## src/rtl/isc_pkg.sv

```systemverilog
package isc_pkg;
  localparam int unsigned NUM_EVT = 4;
  localparam int unsigned REG_W   = 8;
  localparam int unsigned ADDR_W  = 3;

  typedef enum logic [ADDR_W-1:0] {
    A_SUM  = 3'd0,
    A_MASK = 3'd1,
    A_CTRL = 3'd2,
    A_PWR  = 3'd3,
    A_DET  = 3'd4,
    A_FLT  = 3'd5,
    A_SUP  = 3'd6,
    A_NONE = 3'd7
  } isc_addr_e;

  localparam int unsigned EV_PWR = 0;
  localparam int unsigned EV_DET = 1;
  localparam int unsigned EV_FLT = 2;
  localparam int unsigned EV_SUP = 3;

  // summary bit positions
  localparam int unsigned S_PEN  = 0;
  localparam int unsigned S_PG   = 1;
  localparam int unsigned S_LD   = 2;
  localparam int unsigned S_DET  = 3;
  localparam int unsigned S_CL   = 4;
  localparam int unsigned S_IMAX = 5;
  localparam int unsigned S_RSV  = 6;
  localparam int unsigned S_SUP  = 7;

  localparam int unsigned C_EN  = 0;
  localparam int unsigned C_CLR = 1;
endpackage

```

## src/rtl/isc_evt_reg.sv

```systemverilog
module isc_evt_reg #(
  parameter int unsigned W = 8
) (
  input  logic         clk_i,
  input  logic         rst_ni,
  input  logic [W-1:0] set_i,
  input  logic         clr_i,
  output logic [W-1:0] q_o
);
  logic [W-1:0] q_q;

  // set wins over clear
  always_ff @(posedge clk_i or negedge rst_ni) begin
    if (!rst_ni)    q_q <= '0;
    else if (clr_i) q_q <= set_i;
    else            q_q <= q_q | set_i;
  end

  assign q_o = q_q;

  p_sticky_hold_r4: assert property (@(posedge clk_i) disable iff (!rst_ni)
    !clr_i |=> (($past(q_o) & ~q_o) == '0));
  p_set_lands_r4: assert property (@(posedge clk_i) disable iff (!rst_ni)
    (set_i != '0) |=> ((q_o & $past(set_i)) == $past(set_i)));
  p_clear_empties_r8: assert property (@(posedge clk_i) disable iff (!rst_ni)
    (clr_i && set_i == '0) |=> (q_o == '0));
endmodule

```

## src/rtl/isc_summary.sv

```systemverilog
module isc_summary
  import isc_pkg::*;
#(
  parameter int unsigned EVT_W   = 8,
  parameter int unsigned PEN_BIT = 0,
  parameter int unsigned PG_BIT  = 4,
  parameter int unsigned DET_BIT = 0,
  parameter int unsigned CL_BIT  = 4,
  parameter int unsigned IMX_BIT = 0,
  parameter int unsigned LD_BIT  = 4
) (
  input  logic [EVT_W-1:0] pwr_i,
  input  logic [EVT_W-1:0] det_i,
  input  logic [EVT_W-1:0] flt_i,
  input  logic [EVT_W-1:0] sup_i,
  output logic [REG_W-1:0] sum_o
);
  always_comb begin
    sum_o         = '0;
    sum_o[S_PEN]  = pwr_i[PEN_BIT];
    sum_o[S_PG]   = pwr_i[PG_BIT];
    sum_o[S_LD]   = flt_i[LD_BIT];
    sum_o[S_DET]  = det_i[DET_BIT];
    sum_o[S_CL]   = det_i[CL_BIT];
    sum_o[S_IMAX] = flt_i[IMX_BIT];
    sum_o[S_RSV]  = 1'b0;
    sum_o[S_SUP]  = |sup_i;
  end
endmodule

```

## src/rtl/isc_cfg.sv

```systemverilog
module isc_cfg
  import isc_pkg::*;
(
  input  logic              clk_i,
  input  logic              rst_ni,
  input  logic              wr_en_i,
  input  logic [ADDR_W-1:0] wr_addr_i,
  input  logic [REG_W-1:0]  wr_data_i,
  output logic [REG_W-1:0]  mask_o,
  output logic              en_o,
  output logic              clr_o
);
  logic [REG_W-1:0] mask_q;
  logic             en_q;
  logic             wr_mask, wr_ctrl;

  assign wr_mask = wr_en_i && (wr_addr_i == A_MASK);
  assign wr_ctrl = wr_en_i && (wr_addr_i == A_CTRL);

  always_ff @(posedge clk_i or negedge rst_ni) begin
    if (!rst_ni) begin
      mask_q <= '0;
      en_q   <= 1'b0;
    end else begin
      if (wr_mask) mask_q <= wr_data_i;
      if (wr_ctrl) en_q   <= wr_data_i[C_EN];
    end
  end

  // clear is a write strobe, never stored
  assign clr_o  = wr_ctrl && wr_data_i[C_CLR];
  assign mask_o = mask_q;
  assign en_o   = en_q;

  p_mask_hold_r11: assert property (@(posedge clk_i) disable iff (!rst_ni)
    !(wr_en_i && wr_addr_i == A_MASK) |=> $stable(mask_o));
  p_en_hold_r11: assert property (@(posedge clk_i) disable iff (!rst_ni)
    !(wr_en_i && wr_addr_i == A_CTRL) |=> $stable(en_o));
endmodule

```

## src/rtl/int_summary_ctrl.sv

```systemverilog
module int_summary_ctrl
  import isc_pkg::*;
#(
  parameter int unsigned EVT_W   = 8,
  parameter int unsigned PEN_BIT = 0,
  parameter int unsigned PG_BIT  = 4,
  parameter int unsigned DET_BIT = 0,
  parameter int unsigned CL_BIT  = 4,
  parameter int unsigned IMX_BIT = 0,
  parameter int unsigned LD_BIT  = 4
) (
  input  logic              clk_i,
  input  logic              rst_ni,
  input  logic [EVT_W-1:0]  pwr_set_i,
  input  logic [EVT_W-1:0]  det_set_i,
  input  logic [EVT_W-1:0]  flt_set_i,
  input  logic [EVT_W-1:0]  sup_set_i,
  input  logic              wr_en_i,
  input  logic [ADDR_W-1:0] wr_addr_i,
  input  logic [REG_W-1:0]  wr_data_i,
  input  logic [ADDR_W-1:0] rd_addr_i,
  output logic [REG_W-1:0]  rd_data_o,
  output logic              irq_n_o,
  output logic              irq_oe_o
);
  logic [EVT_W-1:0] ev_set [NUM_EVT];
  logic [EVT_W-1:0] ev_q   [NUM_EVT];
  logic [REG_W-1:0] sum, mask, pend;
  logic             en, clr, drive;

  assign ev_set[EV_PWR] = pwr_set_i;
  assign ev_set[EV_DET] = det_set_i;
  assign ev_set[EV_FLT] = flt_set_i;
  assign ev_set[EV_SUP] = sup_set_i;

  isc_cfg i_cfg (
    .clk_i     (clk_i),
    .rst_ni    (rst_ni),
    .wr_en_i   (wr_en_i),
    .wr_addr_i (wr_addr_i),
    .wr_data_i (wr_data_i),
    .mask_o    (mask),
    .en_o      (en),
    .clr_o     (clr)
  );

  for (genvar g = 0; g < NUM_EVT; g++) begin : g_evt
    isc_evt_reg #(.W(EVT_W)) i_evt (
      .clk_i  (clk_i),
      .rst_ni (rst_ni),
      .set_i  (ev_set[g]),
      .clr_i  (clr),
      .q_o    (ev_q[g])
    );
  end

  isc_summary #(
    .EVT_W(EVT_W), .PEN_BIT(PEN_BIT), .PG_BIT(PG_BIT), .DET_BIT(DET_BIT),
    .CL_BIT(CL_BIT), .IMX_BIT(IMX_BIT), .LD_BIT(LD_BIT)
  ) i_sum (
    .pwr_i (ev_q[EV_PWR]),
    .det_i (ev_q[EV_DET]),
    .flt_i (ev_q[EV_FLT]),
    .sup_i (ev_q[EV_SUP]),
    .sum_o (sum)
  );

  assign pend  = sum & ~mask;
  assign drive = en && (pend != '0);

  // open-drain pad: drive low or release
  assign irq_oe_o = drive;
  assign irq_n_o  = ~drive;

  always_comb begin
    unique case (rd_addr_i)
      A_SUM:   rd_data_o = sum;
      A_MASK:  rd_data_o = mask;
      A_CTRL:  rd_data_o = REG_W'(en);
      A_PWR:   rd_data_o = REG_W'(ev_q[EV_PWR]);
      A_DET:   rd_data_o = REG_W'(ev_q[EV_DET]);
      A_FLT:   rd_data_o = REG_W'(ev_q[EV_FLT]);
      A_SUP:   rd_data_o = REG_W'(ev_q[EV_SUP]);
      default: rd_data_o = '0;
    endcase
  end

  p_irq_low_r5: assert property (@(posedge clk_i) disable iff (!rst_ni)
    (en && (sum & ~mask) != '0) |-> (irq_oe_o && !irq_n_o));
  p_masked_quiet_r6: assert property (@(posedge clk_i) disable iff (!rst_ni)
    ((sum & ~mask) == '0) |-> !irq_oe_o);
  p_hiz_r7: assert property (@(posedge clk_i) disable iff (!rst_ni)
    !en |-> !irq_oe_o);
  p_release_r10: assert property (@(posedge clk_i) disable iff (!rst_ni)
    !irq_oe_o |-> irq_n_o);
  p_clear_sum_r8: assert property (@(posedge clk_i) disable iff (!rst_ni)
    (clr && pwr_set_i == '0 && det_set_i == '0 && flt_set_i == '0 && sup_set_i == '0)
      |=> (sum == '0));
endmodule

```

## config.mk

```make
export PLATFORM = sky130hd
export DESIGN_NAME = int_summary_ctrl
export DESIGN_NICKNAME = d
export VERILOG_FILES = /design/src/rtl/isc_pkg.sv /design/src/rtl/isc_evt_reg.sv /design/src/rtl/isc_summary.sv /design/src/rtl/isc_cfg.sv /design/src/rtl/int_summary_ctrl.sv
export SDC_FILE = /design/constraint.sdc
export NUM_CORES = 1
export LEC_CHECK = 0
export BUFFER_PORTS_ARGS = -buffer_cell sky130_fd_sc_hd__buf_2
export CORE_UTILIZATION = 40
export CTS_CLUSTER_SIZE = 25
export DETAILED_ROUTE_END_ITERATION = 16
export PLACE_DENSITY = 0.64
export SYNTH_ARGS = -nofsm -noshare
export SYNTH_HDL_FRONTEND = slang
export SYNTH_SLANG_ARGS = --single-unit
```

## constraint.sdc

```tcl
create_clock -name clk_i -period 1.7 [get_ports clk_i]
set_input_delay 0.34 -clock clk_i [delete_from_list [all_inputs] [get_ports clk_i]]
set_output_delay 0.34 -clock clk_i [all_outputs]
set_load 0.05 [all_outputs]
```

==> impl_metrics.csv, run 1 <==
group,metric,value,unit
status,status,"finished, violations left",
status,violations,"setup timing",
yosys,synthTopCellsByArea,"dfrtp_1, a21o_1, mux2_2",
timing,finalMaxSlewViolations,0,
floorplanning,core,0.00450,mm^2
worst_setup_path,slowest_delay,0.41,ns
cts,cts_buffers,5,
placed_design,gp_congestion,0.824,
yosys,synth_ff_type,"dfrtp_1",
cells_and_area,fillers,350,
yosys,synth-xor-area-share,0,%
timing,fin_skew,0,ns
yosys,synth_common_cells,"dfrtp_1, a21o_1, mux2_2, a22oi_1, a21oi_1",
timing,fin_tns_setup,-1.73,ns
floorplanning,die_x,71.7,um
global_routing,track_usage,20.2,%
cells_and_area,fin_area,0.00280,mm^2
cells_and_area,syn_to_final_growth,44.4,%
yosys,synth-seq-cells,41,
cts,clock-sinks,41,
yosys,yosysTopAreaCell,"dfrtp_1",
placed_design,dp_hpwl,3610,um
yosys,ys_types,34,
worst_setup_path,r2r_cells,3,
worst_setup_path,rrSetupSlack,0.77,ns
timing,clock.fmax,491,MHz
power_and_ir_drop,peakVddDrop,0.000518,V
yosys,synth-edff-count,0,
placed_design,placedCellCount,278,
yosys,synth.avg_cell_area,13.2,um^2
timing,hold_ws,0.0195,ns
cells_and_area,postLayoutCoreUtil,62.2,%
routing,drc,0,
global_routing,grt_max_degree,33,
power_and_ir_drop,p_total,2.33,mW
yosys,synth_compound_area_share,22.1,%
yosys,synth_simple_gate_area_share,6.32,%
yosys,synth_warnings,0,
yosys,syn_nets,196,
yosys,muxShareOfSynthArea,14.2,%
global_routing,grt.overflow.total,0,
cts,cts_hold_buf,0,
floorplanning,dieHeight,71.7,um
placed_design,placed_cell_area,0.00251,mm^2
yosys,synthDominantCellAreaShare,52.9,%
floorplanning,io_pins,59,
cells_and_area,diodes,0,
timing,period_share,120,%
worst_setup_path,critPathSlowestCell,"dfrtp_1",
routing,drt_iter0_markers,46,
power_and_ir_drop,power_density,831,mW/mm^2
cts,h-tree-depth,2,
worst_setup_path,end_kind,"primary output",
routing,wl_per_cell,16.1,um
worst_setup_path,crit_required,1.36,ns
cts,cts_tree,"yes",
cts,clockBufferDepth,2,
floorplanning,die-area,0.00513,mm^2
routing,drtPass1Iterations,4,
floorplanning,initial_core_util,43.1,%
flow_run,maxCapViolCount,0,
timing,grt_setup_unrepaired,"true",
timing,fin_crit,2.04,ns
worst_setup_path,critical_path_class,"flip-flop to primary output",
cells_and_area,drive_above_1_share,58.1,%
worst_setup_path,cp.arrival,1.70,ns
cells_and_area,layoutNonFillerInstCount,293,
placed_design,port_buffers,58,
global_routing,antenna_found_initial,0,
timing,setup-violations-final,10,
cts,clk_root_buffer_cell,"clkbuf_8",
timing,hold_viol_final,0,
global_routing,grt_pass1_vias,1737,
routing,drt_wl_total,4710,um
hold_path,hold_class,"input port to async pin",
routing,num_vias,1546,
cts,clk_pin_slew,0.07,ns
yosys,async_flop_share,100,%
timing,timing.final.ws_setup,-0.336,ns
yosys,netlist_instances,147,
cts,clk_latency,0.28,ns
worst_setup_path,r2r_start,"g_evt[3].i_evt.q_o[3]",
worst_setup_path,r2r-end,"g_evt[3].i_evt.q_o[3]",
timing,relSlewSlack,65.7,%
floorplanning,rows,24,
worst_setup_path,crit_path_start_kind,"flip-flop",
global_routing,grt_pass1_wl,7890,um
power_and_ir_drop,p_leak,1.21,nW
routing,ant_nets,0,
yosys,synth_top_family_by_area,"compound AO/OA/AOI/OAI gates",
placed_design,dp_slack,-0.179,ns
yosys,yosys.cell_count.top_type,"dfrtp_1",
worst_setup_path,cp_max_fo,2,
yosys,synthAdderAreaFrac,0,%
yosys,synth_area,0.00194,mm^2
routing,viasPerCell,5.28,
worst_setup_path,crit_chain,"nor4_4 -> a21oi_4 -> o41a_1 -> buf_6",
yosys,yosysSeqAreaShare,52.9,%
cells_and_area,final_nets,290,
timing,worstMarginPinSlew,0.514,ns
-- final cells by class --
| class | count | area [um^2] | share of cell area (%) |
|---|---|---|---|
| Inverter | 1 | 3.75 | 0.134 |
| Tap cell | 52 | 65.1 | 2.32 |
| Timing Repair Buffer | 97 | 688 | 24.6 |
| Sequential cell | 41 | 1030 | 36.6 |
| Clock buffer | 7 | 86.3 | 3.08 |
| Multi-Input combinational cell | 95 | 932 | 33.3 |
-- kinds of logic (layout without fill, tap and decap cells) --
logic type             Yosys count  count (layout)
AOI/OAI and AO/OA               56              56
buffers and inverters           11             105
DFF                             41              41
muxes                           19              19
and+or+nand+nor                 20              20
-- report_power, final --
| group | switching (mW) | internal, mW | total, mW |
|---|---|---|---|
| combinational | 0.304 | 0.307 | 0.611 |
| sequential | 0.0535 | 1.04 | 1.09 |
| clock | 0.304 | 0.322 | 0.625 |
-- placed cells by master, fill, tap and decap left out, drive strengths merged --
master   Yosys  layout
buf          7      97
dfrtp       41      41
a21o        33      33
mux2        13      13
a22oi        7       7
clkbuf       3       7
a21oi        6       6
nor2         5       5
mux4         4       4
nor2b        3       3
nand2b       3       3
nand2        2       2
mux2i        2       2
a221oi       2       2
nor4         2       2
nor4b        1       1
a31oi        1       1
nand3b       1       1
o211ai       1       1
and2b        1       1
and4bb       1       1
a22o         1       1
a211oi       1       1
a211o        1       1
inv          1       1
o2111ai      1       1
o41a         1       1
o41ai        1       1
nor4bb       1       1
-- what timing repair did --
action | in CTS | in global routing
hold endpoints to repair | 0 | 0
pin swaps | 5 | 7
gates cloned | 0 | 0
gates resized for setup | 36 | 7
endpoints found under the setup margin | 10 | 10
buffers inserted | 7 | 2
-- sequential cells by signal, summed over array words and instances, names as in the netlist --
name             count
g_evt.i_evt.q_o     32
i_cfg.mask_o         8
i_cfg.en_o           1
-- how the worst max path moves through the flow --
stage / slack [ns] / from / to / depth (start not counted)
after floorplan: -0.13 / g_evt[3].i_evt.q_o[1] / irq_n_o / 3
final: -0.34 / g_evt[3].i_evt.q_o[4] / irq_oe_o / 4
after CTS: -0.38 / g_evt[3].i_evt.q_o[3] / irq_n_o / 5
after global routing: -0.42 / g_evt[3].i_evt.q_o[4] / irq_oe_o / 4
after detailed placement: -0.18 / rd_addr_i[2] / rd_data_o[7] / 6
after global placement: -0.15 / g_evt[3].i_evt.q_o[2] / irq_oe_o / 5
-- critical path, delay by kind of cell (launching register included) --
kind / cells / cell delay [ns]
compound gates: 2 / 0.45
flops: 1 / 0.41
simple gates: 1 / 0.39
buf+inv: 1 / 0.16
-- routing by layer --
metal,GRT usage [%],part of all wire [%],wire [um]
met1,23.8,42,1990
met2,36.3,52,2460
met3,4.92,4.3,203
met4,6.10,1.2,58
met5,0,0,0
No activity file was read; power rests on OpenSTA's default activity.
==> run 2, diff against run 1 <==
--- a/config.mk
+++ b/config.mk
@@ -6,10 +6,13 @@
 export NUM_CORES = 1
 export LEC_CHECK = 0
 export BUFFER_PORTS_ARGS = -buffer_cell sky130_fd_sc_hd__buf_2
+export CELL_PAD_IN_SITES_DETAIL_PLACEMENT = 0
+export CELL_PAD_IN_SITES_GLOBAL_PLACEMENT = 1
 export CORE_UTILIZATION = 40
 export CTS_CLUSTER_SIZE = 25
 export DETAILED_ROUTE_END_ITERATION = 16
-export PLACE_DENSITY = 0.64
+export PLACE_DENSITY = 0.78
+export SETUP_SLACK_MARGIN = 0.5
 export SYNTH_ARGS = -nofsm -noshare
 export SYNTH_HDL_FRONTEND = slang
 export SYNTH_SLANG_ARGS = --single-unit
==> run 2 against run 1 <==
The flow finishes with violations (hold timing, setup timing). Clock skew unchanged. Setup slack worse by 0.065 ns. Critical endpoint unchanged. Largest cell class is now multi-input combinational cells. Largest power group unchanged. Critical path depth stayed put. Flip-flop and latch count did not move. Clock power shrank 1%.
==> impl_metrics.csv, run 2 (synthesis results as in run 1) <==
group,metric,value,unit
routing,ant_nets,0,
status,violations,"hold timing, setup timing",
cts,clock-sinks,41,
worst_setup_path,r2r_cells,3,
floorplanning,die_x,71.7,um
timing,fin_skew,0,ns
cells_and_area,final_common_cell,"buf_2",
routing,viasPerCell,5.35,
routing,drt_wl_total,4970,um
global_routing,track_usage,22.0,%
floorplanning,rows,24,
cells_and_area,layout_common_cells,"buf_2, dfrtp_1, buf_4",
worst_setup_path,r2r_start,"i_cfg.mask_o[6]",
global_routing,grt_max_degree,33,
timing,hold_viol_final,1,
placed_design,port_buffers,58,
power_and_ir_drop,p_leak,1.26,nW
cts,clk_pin_slew,0.08,ns
routing,num_vias,1577,
power_and_ir_drop,clkPwrFrac,25.4,%
worst_setup_path,critPathSlowestCell,"dfrtp_1",
power_and_ir_drop,switchingPower,731,uW
placed_design,placedCellCount,280,
worst_setup_path,slowest_delay,0.42,ns
cts,h-tree-depth,2,
power_and_ir_drop,switching_share,30.1,%
floorplanning,die-area,0.00513,mm^2
routing,drc,0,
timing,clock.fmax,476,MHz
timing,grt_setup_unrepaired,"true",
timing,finalMaxSlewViolations,0,
placed_design,dp_hpwl,3730,um
routing,drt_iter0_markers,35,
cts,cts_buffers,5,
worst_setup_path,critical_path_class,"flip-flop to primary output",
worst_setup_path,crit_required,1.36,ns
timing,timing.final.ws_setup,-0.402,ns
cells_and_area,fillers,361,
global_routing,antenna_found_initial,0,
power_and_ir_drop,combPwrFrac,29.7,%
status,status,"finished, violations left",
power_and_ir_drop,pwr-share-seq,44.9,%
floorplanning,core,0.00450,mm^2
timing,setup-violations-final,10,
cells_and_area,syn_to_final_growth,51.3,%
cells_and_area,largest_reg_flops,32,
global_routing,grt.overflow.total,0,
placed_design,gp_congestion,0.784,
cts,clk_latency,0.29,ns
flow_run,maxCapViolCount,0,
worst_setup_path,timing.critical_path.from,"g_evt[3].i_evt.q_o[1]",
worst_setup_path,crit_path_start_kind,"flip-flop",
cells_and_area,layoutNonFillerInstCount,295,
cells_and_area,postLayoutCoreUtil,65.2,%
worst_setup_path,cp.arrival,1.76,ns
timing,relSlewSlack,65.8,%
worst_setup_path,end_kind,"primary output",
timing,fin_crit,2.10,ns
timing,worstMarginPinSlew,0.513,ns
routing,wl_per_cell,16.9,um
timing,hold_ws,-0.00000172,ns
power_and_ir_drop,peakVddDrop,0.000515,V
worst_setup_path,cp_max_fo,2,
floorplanning,initial_core_util,43.1,%
worst_setup_path,rrSetupSlack,0.70,ns
routing,drtPass1Iterations,4,
power_and_ir_drop,internal-power,1.70,mW
hold_path,hold_class,"input port to async pin",
cts,clk_root_buffer_cell,"clkbuf_8",
floorplanning,io_pins,59,
global_routing,grt_pass1_wl,8400,um
global_routing,grt_pass1_vias,1726,
cells_and_area,final_nets,291,
power_and_ir_drop,power_density,829,mW/mm^2
worst_setup_path,crit_chain,"nor4_4 -> a21oi_2 -> o41a_4 -> buf_6",
timing,period_share,124,%
cells_and_area,diodes,0,
worst_setup_path,r2r-end,"i_cfg.mask_o[6]",
placed_design,dp_slack,-0.252,ns
cells_and_area,drive_above_1_share,60.5,%
cts,cts_tree,"yes",
cts,clockBufferDepth,2,
power_and_ir_drop,p_total,2.43,mW
floorplanning,dieHeight,71.7,um
## run 2: area by class of cell
class                           count  area [um^2]  share of cell area (%)
Inverter                            1         3.75                   0.128
Timing Repair Buffer               98          699                    23.8
Tap cell                           52         65.1                    2.22
Sequential cell                    41         1030                    34.9
Clock inverter                      2         10.0                   0.341
Multi-Input combinational cell     95         1060                    36.1
Clock buffer                        6         72.6                    2.47
## run 2: worst max path at each step
stage              endpoint  slack [ns]
6_report           irq_oe_o       -0.40
3_5_place_dp   rd_data_o[5]       -0.25
4_1_cts            irq_oe_o       -0.40
5_1_grt            irq_oe_o       -0.47
2_1_floorplan       irq_n_o        -0.1
3_3_place_gp   rd_data_o[3]       -0.21
## run 2: routing by layer
metal	GRT usage (%)	wire length [um]	up-vias
met2	36.9	2510	56
met1	28.1	2140	779
met3	5.20	246	5
li1	-	-	737
met5	0	0	-
met4	7.19	71	0
## run 2: through the flow
stage	cell area (um^2)	setup TNS, ns
after floorplan	2160	-0.0998
after global placement	2680	-1.79
after detailed placement	2680	-2.19
after CTS	2900	-2.33
after global routing	2940	-2.88
final	2940	-2.29
## run 2: worst max-delay path: cells and delay by family, from the launching register on
kind / cells / cell delay [ns]
flip-flops: 1 / 0.42
AO/OA/AOI/OAI: 2 / 0.52
buffers and inverters: 1 / 0.16
AND/OR/NAND/NOR: 1 / 0.37
## run 2: power by group through the flow
stage / clock (mW) / sequential (mW) / combinational, mW
after floorplan: 0 / 1.09 / 0.430
after global placement: 0 / 1.11 / 0.623
after detailed placement: 0 / 1.11 / 0.638
after CTS: 0.643 / 1.09 / 0.716
after global routing: 0.690 / 1.10 / 0.765
final: 0.619 / 1.09 / 0.722
## run 2: what timing repair did
action / 4_1_cts / 5_1_grt
setup buffers: 5 / 2
gates resized for setup: 29 / 4
endpoints found under the setup margin: 10 / 10
pin swaps: 9 / 5
hold buffers: 0 / 0
